File: src/rtl/ser_pkg.sv
package ser_pkg;
  localparam int WORD_W = 32;

  typedef enum logic [1:0] {
    ST_IDLE  = 2'd0,
    ST_SHIFT = 2'd1,
    ST_CAP   = 2'd2
  } eng_state_e;
endpackage

File: src/rtl/ser_cmd_ram.sv
module ser_cmd_ram #(
  parameter int DEPTH = 16,
  localparam int IDX_W = $clog2(DEPTH)
) (
  input  logic             clk_i,
  input  logic             rst_ni,
  input  logic             bus_we_i,
  input  logic [IDX_W-1:0] bus_addr_i,
  input  logic [31:0]      bus_wdata_i,
  output logic [31:0]      bus_rdata_o,
  input  logic [IDX_W-1:0] eng_raddr_i,
  output logic [31:0]      eng_rdata_o,
  input  logic             eng_we_i,
  input  logic [IDX_W-1:0] eng_waddr_i,
  input  logic [31:0]      eng_wdata_i
);
  logic [31:0] mem [DEPTH];

  for (genvar g = 0; g < DEPTH; g++) begin : g_word
    // engine port wins on a same-word collision
    always_ff @(posedge clk_i or negedge rst_ni) begin
      if (!rst_ni) mem[g] <= '0;
      else if (eng_we_i && eng_waddr_i == IDX_W'(g)) mem[g] <= eng_wdata_i;
      else if (bus_we_i && bus_addr_i == IDX_W'(g)) mem[g] <= bus_wdata_i;
    end
  end

  assign bus_rdata_o = mem[bus_addr_i];
  assign eng_rdata_o = mem[eng_raddr_i];
endmodule

File: src/rtl/ser_cmd_regs.sv
module ser_cmd_regs #(
  parameter int DEPTH  = 16,
  parameter int ADDR_W = 6,
  localparam int IDX_W = $clog2(DEPTH),
  localparam int CNT_W = $clog2(DEPTH + 1)
) (
  input  logic              clk_i,
  input  logic              rst_ni,
  input  logic [ADDR_W-1:0] bus_addr_i,
  input  logic              bus_wr_i,
  input  logic              bus_rd_i,
  input  logic [31:0]       bus_wdata_i,
  output logic [31:0]       bus_rdata_o,
  input  logic              busy_i,
  output logic              ram_we_o,
  output logic [IDX_W-1:0]  ram_addr_o,
  input  logic [31:0]       ram_rdata_i,
  output logic              start_wr_o,
  output logic              start_rd_o,
  output logic [IDX_W-1:0]  start_last_o,
  output logic              start_ext_o,
  output logic [31:0]       cmd_lo_o,
  output logic [31:0]       cmd_hi_o
);
  localparam logic [ADDR_W-1:0] A_LEN  = ADDR_W'(DEPTH);
  localparam logic [ADDR_W-1:0] A_LO   = ADDR_W'(DEPTH + 1);
  localparam logic [ADDR_W-1:0] A_HI   = ADDR_W'(DEPTH + 2);
  localparam logic [ADDR_W-1:0] A_STAT = ADDR_W'(DEPTH + 3);

  logic [CNT_W-1:0] len_q, cnt_c;
  logic [31:0]      lo_q, hi_q;
  logic             ext_q;
  logic             in_ram, wr_len, wr_lo, wr_hi;

  assign in_ram = bus_addr_i < ADDR_W'(DEPTH);
  assign wr_len = bus_wr_i && bus_addr_i == A_LEN;
  assign wr_lo  = bus_wr_i && bus_addr_i == A_LO;
  assign wr_hi  = bus_wr_i && bus_addr_i == A_HI;

  assign ram_we_o   = bus_wr_i && in_ram;
  assign ram_addr_o = bus_addr_i[IDX_W-1:0];

  assign cnt_c = (bus_wdata_i > 32'(DEPTH)) ? CNT_W'(DEPTH) : bus_wdata_i[CNT_W-1:0];

  assign start_wr_o   = wr_len && !busy_i && (bus_wdata_i != '0);
  assign start_rd_o   = wr_lo && !busy_i;
  assign start_last_o = IDX_W'(cnt_c - CNT_W'(1));
  assign start_ext_o  = ext_q;
  // query word is loaded on the same edge it is written
  assign cmd_lo_o     = start_rd_o ? bus_wdata_i : lo_q;
  assign cmd_hi_o     = hi_q;

  always_ff @(posedge clk_i or negedge rst_ni) begin
    if (!rst_ni) begin
      len_q <= '0;
      lo_q  <= '0;
      hi_q  <= '0;
      ext_q <= 1'b0;
    end else begin
      if (start_wr_o) len_q <= cnt_c;
      if (start_rd_o) begin
        lo_q  <= bus_wdata_i;
        ext_q <= 1'b0;
      end
      if (wr_hi && !busy_i) begin
        hi_q  <= bus_wdata_i;
        ext_q <= 1'b1;
      end
    end
  end

  always_ff @(posedge clk_i or negedge rst_ni) begin
    if (!rst_ni) begin
      bus_rdata_o <= '0;
    end else if (bus_rd_i) begin
      if (in_ram)                    bus_rdata_o <= ram_rdata_i;
      else if (bus_addr_i == A_LEN)  bus_rdata_o <= 32'(len_q);
      else if (bus_addr_i == A_LO)   bus_rdata_o <= lo_q;
      else if (bus_addr_i == A_HI)   bus_rdata_o <= hi_q;
      else if (bus_addr_i == A_STAT) bus_rdata_o <= busy_i ? 32'h0 : 32'hFFFF_FFFF;
      else                           bus_rdata_o <= '0;
    end
  end


  stat_busy_zero_chk: assert property (@(posedge clk_i) disable iff (!rst_ni)
    (bus_rd_i && bus_addr_i == A_STAT && busy_i) |=> bus_rdata_o == 32'h0);

  lo_locked_chk: assert property (@(posedge clk_i) disable iff (!rst_ni)
    (busy_i && wr_lo) |=> $stable(lo_q));

  zero_len_chk: assert property (@(posedge clk_i) disable iff (!rst_ni)
    (wr_len && !busy_i && bus_wdata_i == '0) |=> !busy_i);
endmodule

File: src/rtl/ser_cmd_fsm.sv
module ser_cmd_fsm
  import ser_pkg::*;
#(
  parameter int DEPTH    = 16,
  parameter int RET_BITS = 40,
  localparam int IDX_W   = $clog2(DEPTH),
  localparam int CAP_W   = $clog2(RET_BITS + 1)
) (
  input  logic             clk_i,
  input  logic             rst_ni,
  input  logic             start_wr_i,
  input  logic             start_rd_i,
  input  logic [IDX_W-1:0] start_last_i,
  input  logic             start_ext_i,
  input  logic [31:0]      cmd_lo_i,
  input  logic [31:0]      cmd_hi_i,
  output logic [IDX_W-1:0] ram_raddr_o,
  input  logic [31:0]      ram_rdata_i,
  output logic             ram_we_o,
  output logic [IDX_W-1:0] ram_waddr_o,
  output logic [31:0]      ram_wdata_o,
  input  logic             ser_ret_i,
  output logic             ser_cmd_o,
  output logic             ser_vld_o,
  output logic             ser_listen_o,
  output logic             busy_o
);
  eng_state_e       state_q;
  logic [31:0]      sreg_q, load_word, cap_word_q, cap_merge;
  logic [4:0]       bit_q, cap_pos_q;
  logic [IDX_W-1:0] word_q, last_q, ret_idx_q;
  logic             rd_mode_q, use_reg, cap_last;
  logic [CAP_W-1:0] cap_cnt_q;

  // 2:1 word source select: store word or query register
  assign use_reg     = (state_q == ST_IDLE) ? start_rd_i : rd_mode_q;
  assign ram_raddr_o = (state_q == ST_IDLE) ? '0 : word_q + IDX_W'(1);
  assign load_word   = !use_reg ? ram_rdata_i :
                       (state_q == ST_IDLE) ? cmd_lo_i : cmd_hi_i;

  assign cap_merge   = cap_word_q | (32'(ser_ret_i) << cap_pos_q);
  assign cap_last    = cap_cnt_q == CAP_W'(RET_BITS - 1);
  assign ram_we_o    = (state_q == ST_CAP) && (cap_pos_q == 5'd31 || cap_last);
  assign ram_waddr_o = ret_idx_q;
  assign ram_wdata_o = cap_merge;

  assign ser_cmd_o    = sreg_q[0];
  assign ser_vld_o    = state_q == ST_SHIFT;
  assign ser_listen_o = state_q == ST_CAP;
  assign busy_o       = state_q != ST_IDLE;

  always_ff @(posedge clk_i or negedge rst_ni) begin
    if (!rst_ni) begin
      state_q    <= ST_IDLE;
      sreg_q     <= '0;
      bit_q      <= '0;
      word_q     <= '0;
      last_q     <= '0;
      rd_mode_q  <= 1'b0;
      cap_word_q <= '0;
      cap_pos_q  <= '0;
      ret_idx_q  <= '0;
      cap_cnt_q  <= '0;
    end else begin
      unique case (state_q)
        ST_IDLE: begin
          if (start_wr_i || start_rd_i) begin
            state_q   <= ST_SHIFT;
            sreg_q    <= load_word;
            bit_q     <= '0;
            word_q    <= '0;
            last_q    <= start_rd_i ? IDX_W'(start_ext_i) : start_last_i;
            rd_mode_q <= start_rd_i;
          end
        end
        ST_SHIFT: begin
          bit_q <= bit_q + 5'd1;
          if (bit_q == 5'd31) begin
            if (word_q == last_q) begin
              sreg_q     <= '0;
              cap_word_q <= '0;
              cap_pos_q  <= '0;
              ret_idx_q  <= '0;
              cap_cnt_q  <= '0;
              state_q    <= rd_mode_q ? ST_CAP : ST_IDLE;
            end else begin
              word_q <= word_q + IDX_W'(1);
              sreg_q <= load_word;
            end
          end else begin
            sreg_q <= sreg_q >> 1;
          end
        end
        ST_CAP: begin
          cap_word_q <= ram_we_o ? '0 : cap_merge;
          cap_pos_q  <= cap_pos_q + 5'd1;
          cap_cnt_q  <= cap_cnt_q + CAP_W'(1);
          if (cap_pos_q == 5'd31) ret_idx_q <= ret_idx_q + IDX_W'(1);
          if (cap_last) state_q <= ST_IDLE;
        end
        default: state_q <= ST_IDLE;
      endcase
    end
  end


  start_when_idle_chk: assert property (@(posedge clk_i) disable iff (!rst_ni)
    (start_wr_i || start_rd_i) |-> state_q == ST_IDLE);

  vld_from_start_chk: assert property (@(posedge clk_i) disable iff (!rst_ni)
    $rose(ser_vld_o) |-> $past(start_wr_i || start_rd_i));

  listen_after_query_chk: assert property (@(posedge clk_i) disable iff (!rst_ni)
    ($fell(ser_vld_o) && rd_mode_q) |-> ser_listen_o);

  final_word_written_chk: assert property (@(posedge clk_i) disable iff (!rst_ni)
    $fell(ser_listen_o) |-> $past(ram_we_o));
endmodule

File: src/rtl/ser_cmd_engine.sv
module ser_cmd_engine #(
  parameter int DEPTH    = 16,
  parameter int ADDR_W   = 6,
  parameter int RET_BITS = 40
) (
  input  logic              clk_i,
  input  logic              rst_ni,
  input  logic [ADDR_W-1:0] bus_addr_i,
  input  logic              bus_wr_i,
  input  logic              bus_rd_i,
  input  logic [31:0]       bus_wdata_i,
  output logic [31:0]       bus_rdata_o,
  output logic              ser_cmd_o,
  output logic              ser_vld_o,
  input  logic              ser_ret_i,
  output logic              ser_listen_o
);
  localparam int IDX_W = $clog2(DEPTH);

  logic             busy, bus_we, start_wr, start_rd, start_ext, eng_we;
  logic [IDX_W-1:0] bus_ram_addr, start_last, eng_raddr, eng_waddr;
  logic [31:0]      bus_ram_rdata, eng_rdata, eng_wdata, cmd_lo, cmd_hi;

  ser_cmd_regs #(.DEPTH(DEPTH), .ADDR_W(ADDR_W)) u_regs (
    .clk_i, .rst_ni, .bus_addr_i, .bus_wr_i, .bus_rd_i, .bus_wdata_i, .bus_rdata_o,
    .busy_i       (busy),
    .ram_we_o     (bus_we),
    .ram_addr_o   (bus_ram_addr),
    .ram_rdata_i  (bus_ram_rdata),
    .start_wr_o   (start_wr),
    .start_rd_o   (start_rd),
    .start_last_o (start_last),
    .start_ext_o  (start_ext),
    .cmd_lo_o     (cmd_lo),
    .cmd_hi_o     (cmd_hi)
  );

  ser_cmd_ram #(.DEPTH(DEPTH)) u_ram (
    .clk_i, .rst_ni,
    .bus_we_i    (bus_we),
    .bus_addr_i  (bus_ram_addr),
    .bus_wdata_i (bus_wdata_i),
    .bus_rdata_o (bus_ram_rdata),
    .eng_raddr_i (eng_raddr),
    .eng_rdata_o (eng_rdata),
    .eng_we_i    (eng_we),
    .eng_waddr_i (eng_waddr),
    .eng_wdata_i (eng_wdata)
  );

  ser_cmd_fsm #(.DEPTH(DEPTH), .RET_BITS(RET_BITS)) u_fsm (
    .clk_i, .rst_ni,
    .start_wr_i   (start_wr),
    .start_rd_i   (start_rd),
    .start_last_i (start_last),
    .start_ext_i  (start_ext),
    .cmd_lo_i     (cmd_lo),
    .cmd_hi_i     (cmd_hi),
    .ram_raddr_o  (eng_raddr),
    .ram_rdata_i  (eng_rdata),
    .ram_we_o     (eng_we),
    .ram_waddr_o  (eng_waddr),
    .ram_wdata_o  (eng_wdata),
    .ser_ret_i, .ser_cmd_o, .ser_vld_o, .ser_listen_o,
    .busy_o       (busy)
  );
endmodule

File: config.mk
export PLATFORM = sky130hd
export DESIGN_NAME = ser_cmd_engine
export DESIGN_NICKNAME = d
export VERILOG_FILES = /design/src/rtl/ser_pkg.sv /design/src/rtl/ser_cmd_ram.sv /design/src/rtl/ser_cmd_regs.sv /design/src/rtl/ser_cmd_fsm.sv /design/src/rtl/ser_cmd_engine.sv
export SDC_FILE = /design/constraint.sdc
export NUM_CORES = 2
export LEC_CHECK = 0
export BUFFER_PORTS_ARGS = -buffer_cell sky130_fd_sc_hd__buf_2
export CORE_MARGIN = 3
export CORE_UTILIZATION = 41
export CTS_CLUSTER_DIAMETER = 150
export DETAILED_ROUTE_END_ITERATION = 10
export SETUP_SLACK_MARGIN = 0.2
export SLEW_MARGIN = 20
export SYNTH_ARGS = -nofsm -noshare
export SYNTH_HDL_FRONTEND = slang
export SYNTH_SLANG_ARGS = --single-unit
File: constraint.sdc
create_clock -name clk_i -period 2.5 [get_ports clk_i]
set_input_delay 0.75 -clock clk_i [delete_from_list [all_inputs] [get_ports clk_i]]
set_output_delay 0.75 -clock clk_i [all_outputs]
set_load 0.005 [all_outputs]
==> results.json <==
{
  "run_status": "finished, violations left",
  "failed_checks": "setup timing",
  "setup-tns-final_ps": -3590,
  "root_buffer": "clkbuf_16",
  "nNetsFinal": 4684,
  "synth.area.top_cells": "dfrtp_1 42%, mux2i_1 15%, mux4_2 9.8%",
  "grt_setup_unrepaired": "true",
  "timing.rr.start": "u_fsm.word_q[0]",
  "route.detailed.drc": 0,
  "post-place-ws_ps": -693,
  "slowest_delay_ps": 480,
  "grt_pass1_wl_um": 256000,
  "worstMarginPinSlew_ps": 927,
  "yosysWarnings": 0,
  "worst_slack_ps": -239,
  "wl_per_cell_um": 30.2,
  "syn_inst": 4344,
  "grt_overflow": 0,
  "critPathRequiredTime_ps": 3040,
  "synth_top_cell_by_area": "dfrtp_1",
  "dieArea_um2": 107000,
  "period_minus_slack_ps": 2740,
  "ir_drop_v": 0.000512,
  "via_count": 38957,
  "coreArea_um2": 101000,
  "drt-total-wl_um": 183000,
  "num_rows": 116,
  "antenna_found_initial": 8,
  "syn_avg_cell_area_um2": 9.69,
  "powerDensity_nw_per_um2": 590,
  "crit_fanout": 5,
  "fp.dieH_um": 326,
  "critPathArrivalTime_ps": 3280,
  "grt_usage_pct": 32.1,
  "grt_pass1_vias": 36701,
  "slew_headroom_pct": 38.2,
  "p_total_w": 0.0315,
  "synth_top_area_share_pct": 42.1,
  "initial_core_util_pct": 41.7,
  "cts_buffers": 80,
  "end_kind": "register",
  "first_pass_iters": 6,
  "seq_area_frac_synth_pct": 42.1,
  "critical_path_class": "reg2reg",
  "critPathSlowestCell": "dfrtp_4",
  "path_cells": "ha_4 -> xnor2_4 -> nor2_4 -> buf_12 -> buf_12 -> buf_6 -> mux4_2 -> a221o_1 -> nor4_4 -> buf_4 -> o31ai_4",
  "grt_max_degree": 104,
  "via_per_inst": 6.44,
  "synth_area_um2": 42100,
  "ant_nets": 0,
  "area.growth.synth_to_final_pct": 26.8,
  "globalplace.congestion": 0.947,
  "drt_iter0_markers": 5500,
  "clk_latency_ps": 680,
  "die_w_um": 326,
  "fin_cells": 6047,
  "ios": 78,
  "synth-seq-cells": 709,
  "hp-class": "in2async",
  "reg2reg_slack_ps": -240,
  "cts.reportedPaths.clkPinSlew_ps": 60,
  "critPathLaunch": "u_fsm.word_q[0]",
  "dp_hpwl_um": 112000,
  "cpMostUsedCell": "buf_12",
  "synth_edf_count": 0,
  "start_kind": "register",
  "hold_violations": 0,
  "dp.cells": 5781,
  "post-route-period-util_pct": 110,
  "synth_fp_nets": 4401,
  "holdWs_ps": 207,
  "clk_path_buf_depth": 3,
  "clock_skew_ps": 30.7,
  "synth_commonest_cells": "836 x nand2_1, 709 x dfrtp_1, 617 x mux2i_1, 601 x o21ai_0, 334 x clkbuf_1",
  "drive_gt1_share_pct": 26.0,
  "ctsHtreeMaxLevel": 3,
  "p_leak_nw": 23.2,
  "async_flop_share_pct": 100,
  "drv_cap": 0,
  "fmax_mhz": 365,
  "synth_most_common_cell": "nand2_1",
  "num-fill-cells": 8752,
  "port_buffers": 77,
  "drv_slew": 0,
  "cts_tree": "built",
  "setup_viol": 30,
  "synth_cell_type_count": 66,
  "synth_ff_type": "dfrtp_1",
  "cts.sinks": 709
}
## layout by cell type (no fill, tap or decap), drive strengths merged, types with 29 or more instances in the layout
master | synthesis | final
a211oi | 43 | 43
mux2i | 617 | 617
nor3 | 51 | 51
mux4 | 184 | 184
nand3 | 66 | 66
nor2 | 153 | 153
inv | 37 | 39
a311oi | 38 | 38
a221oi | 29 | 29
dfrtp | 709 | 709
o21ai | 603 | 603
and3 | 40 | 40
nand2b | 47 | 47
a21oi | 121 | 121
mux2 | 41 | 41
buf | 116 | 638
clkbuf | 335 | 124
nand2 | 836 | 836
## cell families after synthesis
group	synth area share [%]
AND/OR/NAND/NOR	12.8
multiplexers	25.6
flip-flops	42.1
AO/OA/AOI/OAI	14.1
buffers and inverters	4.69
adder cells (fa/ha/maj)	0.416
XOR/XNOR	0.146
## where the power goes
| group | internal [W] | total [W] | switching, W |
|---|---|---|---|
| Sequential | 0.0127 | 0.0138 | 0.00113 |
| Clock | 0.00699 | 0.0122 | 0.00522 |
| Combinational | 0.00256 | 0.00546 | 0.00290 |
| Total | 0.0222 | 0.0315 | 0.00925 |
## metal layers
layer,up-vias,wire length [µm],track usage (%),share of wire (%)
met5,-,13,0,0.0071
met4,2,10900,14.3,6.0
met3,619,25300,10.3,14
met2,2926,77100,46.9,42
met1,19207,69300,43.4,38
li1,16203,-,-,-
## path summary, 6_finish.rpt
path / to / cells after the start
max in group asynchronous: u_fsm.word_q[0] / 2
hold reg to reg: u_regs.lo_q[20] / 2
setup / recovery: u_fsm.sreg_q[28] / 11
min in group clk_i: u_regs.lo_q[20] / 2
hold / removal: u_fsm.cap_word_q[20] / 2
setup reg to reg: u_fsm.sreg_q[28] / 11
## layout make-up
class | count | area [µm²] | share of cell area, %
Antenna cell | 7 | 17.5 | 0.0328
Clock buffer | 114 | 2320 | 4.35
Clock inverter | 24 | 300 | 0.563
Inverter | 38 | 143 | 0.267
Multi-Input combinational cell | 3146 | 23800 | 44.7
Sequential cell | 709 | 17700 | 33.3
Tap cell | 1357 | 1700 | 3.18
Timing Repair Buffer | 652 | 7300 | 13.7
## worst max-delay path, delay by kind of cell (launching register included)
kind,cells,cell delay (ps)
compound gates,2,410
simple gates,2,260
mux,1,360
xor+xnor,1,310
buf+inv,4,580
fa+ha+maj,1,190
flops,1,480
## registers in the layout, indices dropped and copies added (netlist names)
register / flops
u_fsm.bit_q: 5
u_fsm.cap_cnt_q: 6
u_fsm.cap_pos_q: 5
u_fsm.cap_word_q: 32
u_fsm.last_q: 4
u_fsm.ram_waddr_o: 4
u_fsm.rd_mode_q: 1
u_fsm.sreg_q: 32
u_fsm.state_q: 2
u_fsm.word_q: 4
u_ram.mem: 512
u_regs.bus_rdata_o: 32
u_regs.cmd_hi_o: 32
u_regs.len_q: 5
u_regs.lo_q: 32
u_regs.start_ext_o: 1
## timing repair
item                                    in CTS  in global routing
endpoints found under the setup margin     436                450
gates cloned                                13                 17
pin swaps                                   55                 58
resized for setup                          169                195
buffers inserted                            49                 42
hold buffers                                 0                  0
## per-stage QoR
stage / area [µm²] / utilization (%)
floorplan: 42300 / -
global placement: 47700 / 47.2
detailed placement: 47700 / 47.2
CTS: 52000 / 51.4
global route: 53300 / 52.8
finish: 53400 / 52.8
Note: power is estimated with default switching activity, not from simulation.
